### src/rtl/tmrint_pkg.sv
package tmrint_pkg;

  localparam int NSRC = 3;

  typedef enum logic [1:0] {
    SRC_EXT = 2'd0,
    SRC_VID = 2'd1,
    SRC_TMR = 2'd2
  } src_e;

  localparam logic [15:0] VEC_EXT = 16'hFFF6;
  localparam logic [15:0] VEC_VID = 16'hFFF8;
  localparam logic [15:0] VEC_TMR = 16'hFFFA;

  // vector address belonging to one source index
  function automatic logic [15:0] vec_of(input int idx);
    logic [15:0] v;
    case (idx)
      0:       v = VEC_EXT;
      1:       v = VEC_VID;
      default: v = VEC_TMR;
    endcase
    return v;
  endfunction

  // sources that may take part: pending and not masked
  function automatic logic [NSRC-1:0] live_sources(input logic [NSRC-1:0] pend,
                                                   input logic [NSRC-1:0] dis);
    return pend & ~dis;
  endfunction

  // lowest index wins; scan from the weakest so the strongest overwrites
  function automatic logic [15:0] pick_vector(input logic [NSRC-1:0] live);
    logic [15:0] v;
    v = VEC_TMR;
    for (int i = NSRC - 1; i >= 0; i--) begin
      if (live[i]) v = vec_of(i);
    end
    return v;
  endfunction

endpackage

### src/rtl/tmr_down_counter.sv
module tmr_down_counter #(
  parameter int PRESCALE_DIV = 1024,
  parameter int CNT_W        = 7
) (
  input  logic             clk,
  input  logic             rst_n,
  input  logic             latch_we,
  input  logic [CNT_W-1:0] latch_d,
  input  logic             ctl_we,
  input  logic             ctl_en,
  input  logic             clr_pend,
  output logic [CNT_W-1:0] count,
  output logic             pend,
  output logic             tick,
  output logic             wrap
);

  localparam int PW = $clog2(PRESCALE_DIV);
  localparam logic [PW-1:0] PRE_LAST = PW'(PRESCALE_DIV - 1);

  logic [CNT_W-1:0] reload;
  logic [PW-1:0]    pre;
  logic             en;
  logic             restart;

  assign tick    = en && (pre == PRE_LAST);
  assign wrap    = tick && (count == '0);
  assign restart = ctl_we && ctl_en;

  always_ff @(posedge clk or negedge rst_n) begin
    if (!rst_n) begin
      reload <= '0;
    end else if (latch_we) begin
      reload <= latch_d;
    end
  end

  always_ff @(posedge clk or negedge rst_n) begin
    if (!rst_n) begin
      en <= 1'b0;
    end else if (ctl_we) begin
      en <= ctl_en;
    end
  end

  always_ff @(posedge clk or negedge rst_n) begin
    if (!rst_n) begin
      pre   <= '0;
      count <= '0;
    end else if (restart) begin
      pre   <= '0;
      count <= reload;
    end else if (en) begin
      pre <= tick ? '0 : pre + 1'b1;
      if (tick) begin
        count <= wrap ? reload : count - 1'b1;
      end
    end
  end

  // reload event takes precedence over a clear in the same edge
  always_ff @(posedge clk or negedge rst_n) begin
    if (!rst_n) begin
      pend <= 1'b0;
    end else if (wrap) begin
      pend <= 1'b1;
    end else if (clr_pend) begin
      pend <= 1'b0;
    end
  end

  p_hold_when_off_r3: assert property (@(posedge clk) disable iff (!rst_n)
    (!en && !ctl_we) |=> $stable(count));

  p_tick_gap_r4: assert property (@(posedge clk) disable iff (!rst_n)
    (tick && !ctl_we) |=> !tick);

  p_wrap_reload_r5: assert property (@(posedge clk) disable iff (!rst_n)
    wrap |=> (pend && count == $past(reload)));

  p_clear_r8: assert property (@(posedge clk) disable iff (!rst_n)
    (clr_pend && !wrap) |=> !pend);

endmodule

### src/rtl/tmrint_regs.sv
module tmrint_regs #(
  parameter int DATA_W = 8,
  parameter int CNT_W  = 7,
  parameter int NSRC   = 3
) (
  input  logic              clk,
  input  logic              rst_n,
  input  logic              bus_wr,
  input  logic              bus_win,
  input  logic [1:0]        bus_off,
  input  logic [DATA_W-1:0] bus_wdata,
  input  logic [CNT_W-1:0]  tmr_count,
  input  logic [NSRC-1:0]   src_pend,
  output logic              latch_we,
  output logic [CNT_W-1:0]  latch_d,
  output logic              ctl_we,
  output logic              ctl_en,
  output logic              clr_tmr,
  output logic [NSRC-1:0]   src_dis,
  output logic [DATA_W-1:0] bus_rdata
);

  localparam logic       WIN_TMR  = 1'b0;
  localparam logic       WIN_INT  = 1'b1;
  localparam logic [1:0] OFF_MASK = 2'd2;
  localparam logic [1:0] OFF_STAT = 2'd3;

  logic mask_we;
  logic unused_wdata_hi;

  assign unused_wdata_hi = ^bus_wdata[DATA_W-1:CNT_W];

  assign latch_we = bus_wr && (bus_win == WIN_TMR) && !bus_off[0];
  assign ctl_we   = bus_wr && (bus_win == WIN_TMR) &&  bus_off[0];
  assign ctl_en   = bus_wdata[0];
  assign latch_d  = bus_wdata[CNT_W-1:0];
  assign mask_we  = bus_wr && (bus_win == WIN_INT) && (bus_off == OFF_MASK);
  assign clr_tmr  = bus_wr && (bus_win == WIN_INT) && (bus_off == OFF_STAT);

  always_ff @(posedge clk or negedge rst_n) begin
    if (!rst_n) begin
      src_dis <= '0;
    end else if (mask_we) begin
      src_dis <= bus_wdata[NSRC-1:0];
    end
  end

  always_comb begin
    bus_rdata = '0;
    if (bus_win == WIN_TMR) begin
      bus_rdata[CNT_W-1:0] = tmr_count;
    end else if (bus_off == OFF_MASK) begin
      bus_rdata[NSRC-1:0] = src_dis;
    end else if (bus_off == OFF_STAT) begin
      bus_rdata[NSRC-1:0] = src_pend;
    end
  end

  p_mask_write_r6: assert property (@(posedge clk) disable iff (!rst_n)
    mask_we |=> (src_dis == $past(bus_wdata[NSRC-1:0])));

  p_low_offsets_ignored_r11: assert property (@(posedge clk) disable iff (!rst_n)
    (bus_wr && bus_win == WIN_INT && !bus_off[1]) |=> $stable(src_dis));

endmodule

### src/rtl/intc_arbiter.sv
module intc_arbiter
  import tmrint_pkg::*;
#(
  parameter int NS = NSRC
) (
  input  logic          clk,
  input  logic          rst_n,
  input  logic [NS-1:0] pend,
  input  logic [NS-1:0] dis,
  input  logic          cpu_mask,
  input  logic          sample,
  output logic          req,
  output logic [15:0]   vec
);

  logic [NS-1:0] live;
  logic          hit;

  assign live = live_sources(pend, dis);
  assign hit  = (|live) && !cpu_mask;

  always_ff @(posedge clk or negedge rst_n) begin
    if (!rst_n) begin
      req <= 1'b0;
      vec <= '0;
    end else if (sample) begin
      req <= hit;
      if (hit) vec <= pick_vector(live);
    end
  end

  p_hold_between_r10: assert property (@(posedge clk) disable iff (!rst_n)
    !sample |=> ($stable(req) && $stable(vec)));

  p_cpu_mask_blocks_r10: assert property (@(posedge clk) disable iff (!rst_n)
    (sample && cpu_mask) |=> !req);

  p_ext_first_r9: assert property (@(posedge clk) disable iff (!rst_n)
    (sample && !cpu_mask && pend[0] && !dis[0]) |=> (req && vec == VEC_EXT));

  p_vector_known_r9: assert property (@(posedge clk) disable iff (!rst_n)
    req |-> (vec == VEC_EXT || vec == VEC_VID || vec == VEC_TMR));

endmodule

### src/rtl/cpu_timer_intc.sv
module cpu_timer_intc
  import tmrint_pkg::*;
#(
  parameter int PRESCALE_DIV = 1024,
  parameter int CNT_W        = 7,
  parameter int DATA_W       = 8
) (
  input  logic              clk,
  input  logic              rst_n,
  input  logic              reg_wr,
  input  logic              reg_win,
  input  logic [1:0]        reg_off,
  input  logic [DATA_W-1:0] reg_wdata,
  output logic [DATA_W-1:0] reg_rdata,
  input  logic              ext_irq_lvl,
  input  logic              vid_irq_lvl,
  input  logic              cpu_int_mask,
  input  logic              insn_end,
  output logic              irq_req,
  output logic [15:0]       irq_vector
);

  logic             latch_we;
  logic [CNT_W-1:0] latch_d;
  logic             ctl_we;
  logic             ctl_en;
  logic             clr_tmr;
  logic [CNT_W-1:0] tmr_count;
  logic             tmr_pend;
  logic             tmr_tick;
  logic             tmr_wrap;
  logic [NSRC-1:0]  src_pend;
  logic [NSRC-1:0]  src_dis;

  always_comb begin
    src_pend          = '0;
    src_pend[SRC_EXT] = ext_irq_lvl;
    src_pend[SRC_VID] = vid_irq_lvl;
    src_pend[SRC_TMR] = tmr_pend;
  end

  tmrint_regs #(
    .DATA_W (DATA_W),
    .CNT_W  (CNT_W),
    .NSRC   (NSRC)
  ) u_regs (
    .clk       (clk),
    .rst_n     (rst_n),
    .bus_wr    (reg_wr),
    .bus_win   (reg_win),
    .bus_off   (reg_off),
    .bus_wdata (reg_wdata),
    .tmr_count (tmr_count),
    .src_pend  (src_pend),
    .latch_we  (latch_we),
    .latch_d   (latch_d),
    .ctl_we    (ctl_we),
    .ctl_en    (ctl_en),
    .clr_tmr   (clr_tmr),
    .src_dis   (src_dis),
    .bus_rdata (reg_rdata)
  );

  tmr_down_counter #(
    .PRESCALE_DIV (PRESCALE_DIV),
    .CNT_W        (CNT_W)
  ) u_timer (
    .clk      (clk),
    .rst_n    (rst_n),
    .latch_we (latch_we),
    .latch_d  (latch_d),
    .ctl_we   (ctl_we),
    .ctl_en   (ctl_en),
    .clr_pend (clr_tmr),
    .count    (tmr_count),
    .pend     (tmr_pend),
    .tick     (tmr_tick),
    .wrap     (tmr_wrap)
  );

  intc_arbiter #(
    .NS (NSRC)
  ) u_arb (
    .clk      (clk),
    .rst_n    (rst_n),
    .pend     (src_pend),
    .dis      (src_dis),
    .cpu_mask (cpu_int_mask),
    .sample   (insn_end),
    .req      (irq_req),
    .vec      (irq_vector)
  );

  p_pending_visible_r7: assert property (@(posedge clk) disable iff (!rst_n)
    tmr_wrap |=> tmr_pend);

  p_clear_spares_levels_r8: assert property (@(posedge clk) disable iff (!rst_n)
    (clr_tmr && !tmr_wrap && !tmr_tick) |=> !tmr_pend);

endmodule

### config.mk
export PLATFORM = sky130hd
export DESIGN_NAME = cpu_timer_intc
export DESIGN_NICKNAME = d
export VERILOG_FILES = /design/src/rtl/tmrint_pkg.sv /design/src/rtl/tmr_down_counter.sv /design/src/rtl/tmrint_regs.sv /design/src/rtl/intc_arbiter.sv /design/src/rtl/cpu_timer_intc.sv
export SDC_FILE = /design/constraint.sdc
export NUM_CORES = 1
export LEC_CHECK = 0
export BUFFER_PORTS_ARGS = -buffer_cell sky130_fd_sc_hd__buf_2
export CAP_MARGIN = 20
export CORE_MARGIN = 1.5
export CORE_UTILIZATION = 35
export CTS_CLUSTER_SIZE = 14
export DETAILED_ROUTE_END_ITERATION = 10
export PLACE_DENSITY = 0.61
export SLEW_MARGIN = 20
export SYNTH_ARGS = -nofsm -noshare
export SYNTH_HDL_FRONTEND = slang
export SYNTH_SLANG_ARGS = --single-unit
export TNS_END_PERCENT = 30
### constraint.sdc
create_clock -name clk -period 2.4 [get_ports clk]
set_input_delay 0.24 -clock clk [delete_from_list [all_inputs] [get_ports clk]]
set_output_delay 0.24 -clock clk [all_outputs]
set_load 0.05 [all_outputs]
==> Word-level counts from Yosys, hierarchy flattened <==
Cells that the tools add are included.
{ "word_totals": {"regBits": 46, "latch_bits": 0, "ram_bits": 0, "mem_bits_ro": 0, "in_bits": 18, "output_inout_bits": 25, "elab_cells": 50, "memories": 0} }
{ "op_classes": {"n_addsub": 2, "n_mul": 0, "div": 0, "n_lt_le_gt_ge": 0, "n_eq_ne": 3, "n_shift": 0, "n_mux": 15, "bitwise": 3, "reduce_logical": 19} }
{ "ops": {"columns": ["cell", "n"], "rows": [
  ["$mux 10", 3],
  ["$mux 7", 4],
  ["$add 10x1->10 const B", 1],
  ["$eq 10x10->1 const B", 1],
  ["$logic_and 1x1->1", 10],
  ["$mux 3", 3],
  ["$mux 4", 2],
  ["$logic_not 7->1", 1],
  ["$sub 7x1->7 const B", 1],
  ["$reduce_bool 2->1", 3],
  ["$eq 2x2->1 const B", 2],
  ["$reduce_and 2->1", 2],
  ["$and 3x3->3", 1],
  ["$not 3->3", 1],
  ["$reduce_or 3->1", 1],
  ["$logic_not 1->1", 2],
  ["$mux 1", 2],
  ["$mux 2", 1],
  ["$not 1->1", 1]
]} }

==> Longest topological paths before layout <==
{ "depth": {"depth_word": 7, "ltp_mapped": 6, "ltp_nobuf": 6} }

==> By module <==
A second synthesis with hierarchy kept.
{ "hier_totals": {"cells_unflattened": 197, "hier_area_um2": 2038.2} }
{ "by_module_without_submodules": {"columns": ["module", "n_inst", "cells_per_inst", "area_each_um2", "seq_area_each_um2"], "rows": [
  ["tmr_down_counter", 1, 127, 1355.0, 650.6],
  ["intc_arbiter", 1, 33, 344.1, 125.1],
  ["tmrint_regs", 1, 37, 339.1, 75.1]
]} }

==> Worst setup path before layout <==
No wires, ideal clock.
{ "synth_path": {"path_kind": "input to output", "startpoint": "input reg_win", "endpoint": "output reg_rdata[0]", "t_arrival_ns": 1.433, "required_time_ns": 2.160, "setup_slack_ns": 0.727, "cell_stages": 3, "path_buffers": 1, "path_cell_list": "clkbuf_1 -> nand2_1 -> o22ai_1"} }
{ "synth_via": {"elab_chain_cells": 1} }
{ "synth_lines": {"columns": ["element", "line_no", "rtl"], "rows": [
  ["start, declared", "cpu_timer_intc.sv:11", "input logic reg_win,"],
  ["$mux 3", "tmrint_regs.sv:50", "if (bus_win == WIN_TMR) begin"],
  ["end, declared", "cpu_timer_intc.sv:14", "output logic [DATA_W-1:0] reg_rdata,"]
]} }
No other way between the ends.

==> Final worst setup path <==
{ "layout_path": {"startpoint": "register u_timer.pre[0]", "endpoint": "register u_timer.count[0]"} }
{ "layout_via": {"elab_chain_cells": 7, "word_cells_on_any_way": 9, "cone_classes": "1 x eq/ne; 4 x mux; 4 x reduce/logical"} }
{ "layout_lines": {"columns": ["element", "line_no", "rtl"], "rows": [
  ["start, declared", "tmr_down_counter.sv:22", "logic [PW-1:0] pre;"],
  ["start signal, assigned", "tmr_down_counter.sv:54", "pre <= tick ? '0 : pre + 1'b1;"],
  ["$eq 10x10->1 (*)", "tmr_down_counter.sv:26", "assign tick = en && (pre == PRE_LAST);"],
  ["$logic_and 1x1->1 (*)", "tmr_down_counter.sv:26", null],
  ["$logic_and 1x1->1", "tmr_down_counter.sv:27", "assign wrap = tick && (count == '0);"],
  ["$mux 7", "tmr_down_counter.sv:56", "count <= wrap ? reload : count - 1'b1;"],
  ["$mux 7", "tmr_down_counter.sv:55", "if (tick) begin"],
  ["$mux 7", "tmr_down_counter.sv:53", "end else if (en) begin"],
  ["$mux 7", "tmr_down_counter.sv:50", "end else if (restart) begin"],
  ["end signal, assigned", "tmr_down_counter.sv:52", "count <= reload;"],
  ["end signal, assigned", "tmr_down_counter.sv:56", null],
  ["end, declared", "tmr_down_counter.sv:12", "output logic [CNT_W-1:0] count,"]
]} }
Mark *: on every way between the ends. The rest lies on a longest branch, timed or not. The select of a mux whose other input is x is not followed.
A chain may end at the register's enable or synchronous reset.

==> results.sh <==
export IMPL_min_period_ns=1.959
export IMPL_rsz0062_at_grt="false"
export IMPL_final_setup_viol_count=0
export IMPL_r2r_end="u_timer.count[0]"
export IMPL_grt_max_degree=35
export IMPL_diodes=0
export IMPL_core_um2=5172
export IMPL_routedWlPerCell_um=13.50
export IMPL_power_density_nw_per_um2=854.4
export IMPL_dieArea_um2=5874
export IMPL_cts_hold_buf=0
export IMPL_path_buf_inv=0
export IMPL_antenna_found_initial=0
export IMPL_root_buffer="clkbuf_8"
export IMPL_rrSetupSlack_ns=0.44
export IMPL_fillerInstances=510
export IMPL_routed_wl_um=3874
export IMPL_routed_via_density=5.003
export IMPL_maxCapViolations=0
export IMPL_start_kind="flip-flop"
export IMPL_nNetsFinal=236
export IMPL_seq_area_frac_synth_pct=44.83
export IMPL_tritoncts="built"
export IMPL_dr_first_iter_drc_count=52
export IMPL_dp_cells=279
export IMPL_numCtsBuffers=5
export IMPL_period_share_pct=81.64
export IMPL_finalNonFillerCells=287
export IMPL_portBuffers=39
export IMPL_relSlewSlack_pct=48.08
export IMPL_grt_use_total_pct=14.45
export IMPL_place_gp_congestion=0.7499
export IMPL_critical_path_class="reg2reg"
export IMPL_grt_pass1_wl_um=6575
export IMPL_peakVddDrop_mv=0.2929
export IMPL_crit_path_max_fanout=12
export IMPL_max_freq_ghz=0.5103
export IMPL_worst_r2r_cell_count=5
export IMPL_postSynthAreaPerCell_um2=10.26
export IMPL_num_vias=1436
export IMPL_cp_arrival_ns=2.13
export IMPL_async_reset_ff_share_pct=100.0
export IMPL_drc=0
export IMPL_crit_required_ns=2.57
export IMPL_end_kind="flip-flop"
export IMPL_crit_family="compound AO/OA/AOI/OAI gates"
export IMPL_synth_edf_count=0
export IMPL_ys_warn_count=0
export IMPL_cp_slowest_stage_delay_ns=0.54
export IMPL_status="completed"
export IMPL_synthFlopType="dfrtp_1"
export IMPL_ys_types=44
export IMPL_synth_area_um2=1898
export IMPL_clkLatencyLatePin_ns=0.29
export IMPL_dp_hpwl_um=2875
export IMPL_syn_to_final_growth_pct=14.57
export IMPL_hold_path_class="in2async"
export IMPL_cts_setup_buffers=0
export IMPL_worst_path_max_delay_cell="o31ai_4"
export IMPL_ys_seq_elements=34
export IMPL_cts_buffer_depth=2
export IMPL_firstDrtPassIters=4
export IMPL_drive_above_1_share_pct=29.95
export IMPL_rr_startpoint="u_timer.pre[0]"
export IMPL_skew_ns=0.007510
export IMPL_tns_ns=0
export IMPL_grt_pass1_vias=1433
export IMPL_initial_utilization_pct=36.70
export IMPL_cts_sinks=34
export IMPL_fp_dieH_um=76.64
export IMPL_report_final_hold_viol_count=0
export IMPL_die_w_um=76.64
export IMPL_syn_inst=185
export IMPL_leakage_nw=0.9630
export IMPL_clk_pin_slew_ns=0.07
export IMPL_multi_input_area_um2=878.3
export IMPL_grt_overflow=0
export IMPL_regArea_um2=850.8
export IMPL_io_pins=43
export IMPL_ant_nets=0
export IMPL_report_final_slew_viol_count=0
export IMPL_crit_chain="ha_1 -> nand4_1 -> o31ai_4 -> a21boi_0 -> mux2i_1"
export IMPL_row_count=26
export IMPL_cts_max_level=2
export IMPL_ctsResizeCount=0
export IMPL_tightestPinTransition_ns=0.7787
[cells in the mapped netlist, types with 4 or more instances]
| library cell | n | share of area, % |
|---|---|---|
| mux2_2 | 9 | 5.3 |
| or3_1 | 4 | 1.3 |
| buf_4 | 13 | 5.1 |
| o21ai_0 | 10 | 2.6 |
| a21oi_1 | 7 | 1.8 |
| mux2i_1 | 4 | 2.1 |
| inv_1 | 9 | 1.8 |
| xor2_1 | 5 | 2.3 |
| o22ai_1 | 8 | 2.6 |
| nand2_1 | 15 | 3.0 |
| dfrtp_1 | 34 | 45 |
| nor2_1 | 13 | 2.6 |
| nand2b_1 | 5 | 1.6 |
[flip-flops by register name, summed over array words and instances (netlist names)]
name,count
u_arb.req,1
u_arb.vec,4
u_regs.src_dis,3
u_timer.count,7
u_timer.en,1
u_timer.pend,1
u_timer.pre,10
u_timer.reload,7
[per-layer routing]
layer / up-vias / track usage (%) / part of all wire (%)
met5: - / 0 / 0
met4: 0 / 7.222 / 1.9
met3: 5 / 3.593 / 3.9
met2: 29 / 23.21 / 49
met1: 699 / 18.00 / 45
li1: 703 / - / -
[power breakdown]
| part | total (mW) | switching (mW) | leakage, nW | internal (mW) |
|---|---|---|---|---|
| logic | 0.514 | 0.326 | 0.498 | 0.188 |
| clock network | 0.513 | 0.203 | 0.0524 | 0.311 |
| registers | 0.830 | 0.135 | 0.412 | 0.696 |
| total | 1.86 | 0.663 | 0.963 | 1.19 |
[metrics by stage]
| stage | setup WS [ns] | utilization, % | hold WS [ns] | area, um^2 | power [mW] |
|---|---|---|---|---|---|
| 2_1_floorplan | 0.7273 | - | -0.05559 | 1902 | 1.220 |
| 3_3_place_gp | 0.4590 | 39.99 | 0.3748 | 2068 | 1.346 |
| 3_5_place_dp | 0.4237 | 39.99 | 0.3779 | 2068 | 1.361 |
| 4_1_cts | 0.4263 | 42.04 | 0.06556 | 2175 | 1.885 |
| 5_1_grt | 0.2398 | 42.04 | 0.09623 | 2175 | 1.978 |
| 6_report | 0.4406 | 42.04 | 0.03072 | 2175 | 1.858 |
[layout by cell type, fill, tap and decap left out, types with 2 or more instances in the layout]
master / netlist / final
clkbuf_1: 1 / 2
nand2b_1: 5 / 5
xor2_1: 5 / 5
ha_1: 2 / 2
dfrtp_1: 34 / 34
nor2_1: 13 / 13
conb_1: 1 / 2
nand2_1: 15 / 15
o22ai_1: 8 / 8
nor3_1: 3 / 3
xnor2_1: 3 / 3
a21oi_1: 7 / 7
buf_2: 3 / 39
nor2b_1: 3 / 3
nand4_1: 2 / 2
mux2_2: 9 / 9
o2111ai_1: 3 / 3
nand4b_1: 2 / 2
mux2i_1: 4 / 4
clkbuf_8: 0 / 5
a21oi_2: 3 / 3
o21ai_0: 10 / 10
buf_4: 13 / 3
inv_1: 9 / 9
or3_1: 4 / 4
nor3b_1: 3 / 3
[final cells by class]
cell class	instances	share of cell area [%]
tap	70	4.028
inverter	9	1.554
clock buffer	7	3.510
timing repair buffer	42	10.01
multi-input combinational	124	40.39
sequential	34	39.13
clock inverter	1	1.381
[worst max path at each step]
stage,slack (ns),to,from,cells after the start
4_1_cts,0.43,u_timer.pre[1],u_timer.pre[0],5
3_3_place_gp,0.46,u_timer.pre[1],u_timer.pre[0],5
2_1_floorplan,0.73,reg_rdata[0],reg_win,3
6_report,0.44,u_timer.count[0],u_timer.pre[0],5
5_1_grt,0.24,u_timer.count[0],u_timer.pre[0],5
3_5_place_dp,0.42,u_timer.pre[1],u_timer.pre[0],5
[kinds of logic after synthesis]
logic type | share of synthesized area, %
compound gates | 15.10
mux | 7.449
simple gates | 18.33
buf+inv | 9.096
flops | 44.83
other cells | 0.1976
xor+xnor | 3.692
fa+ha+maj | 1.318
Note: power is estimated with default switching activity, not from simulation.
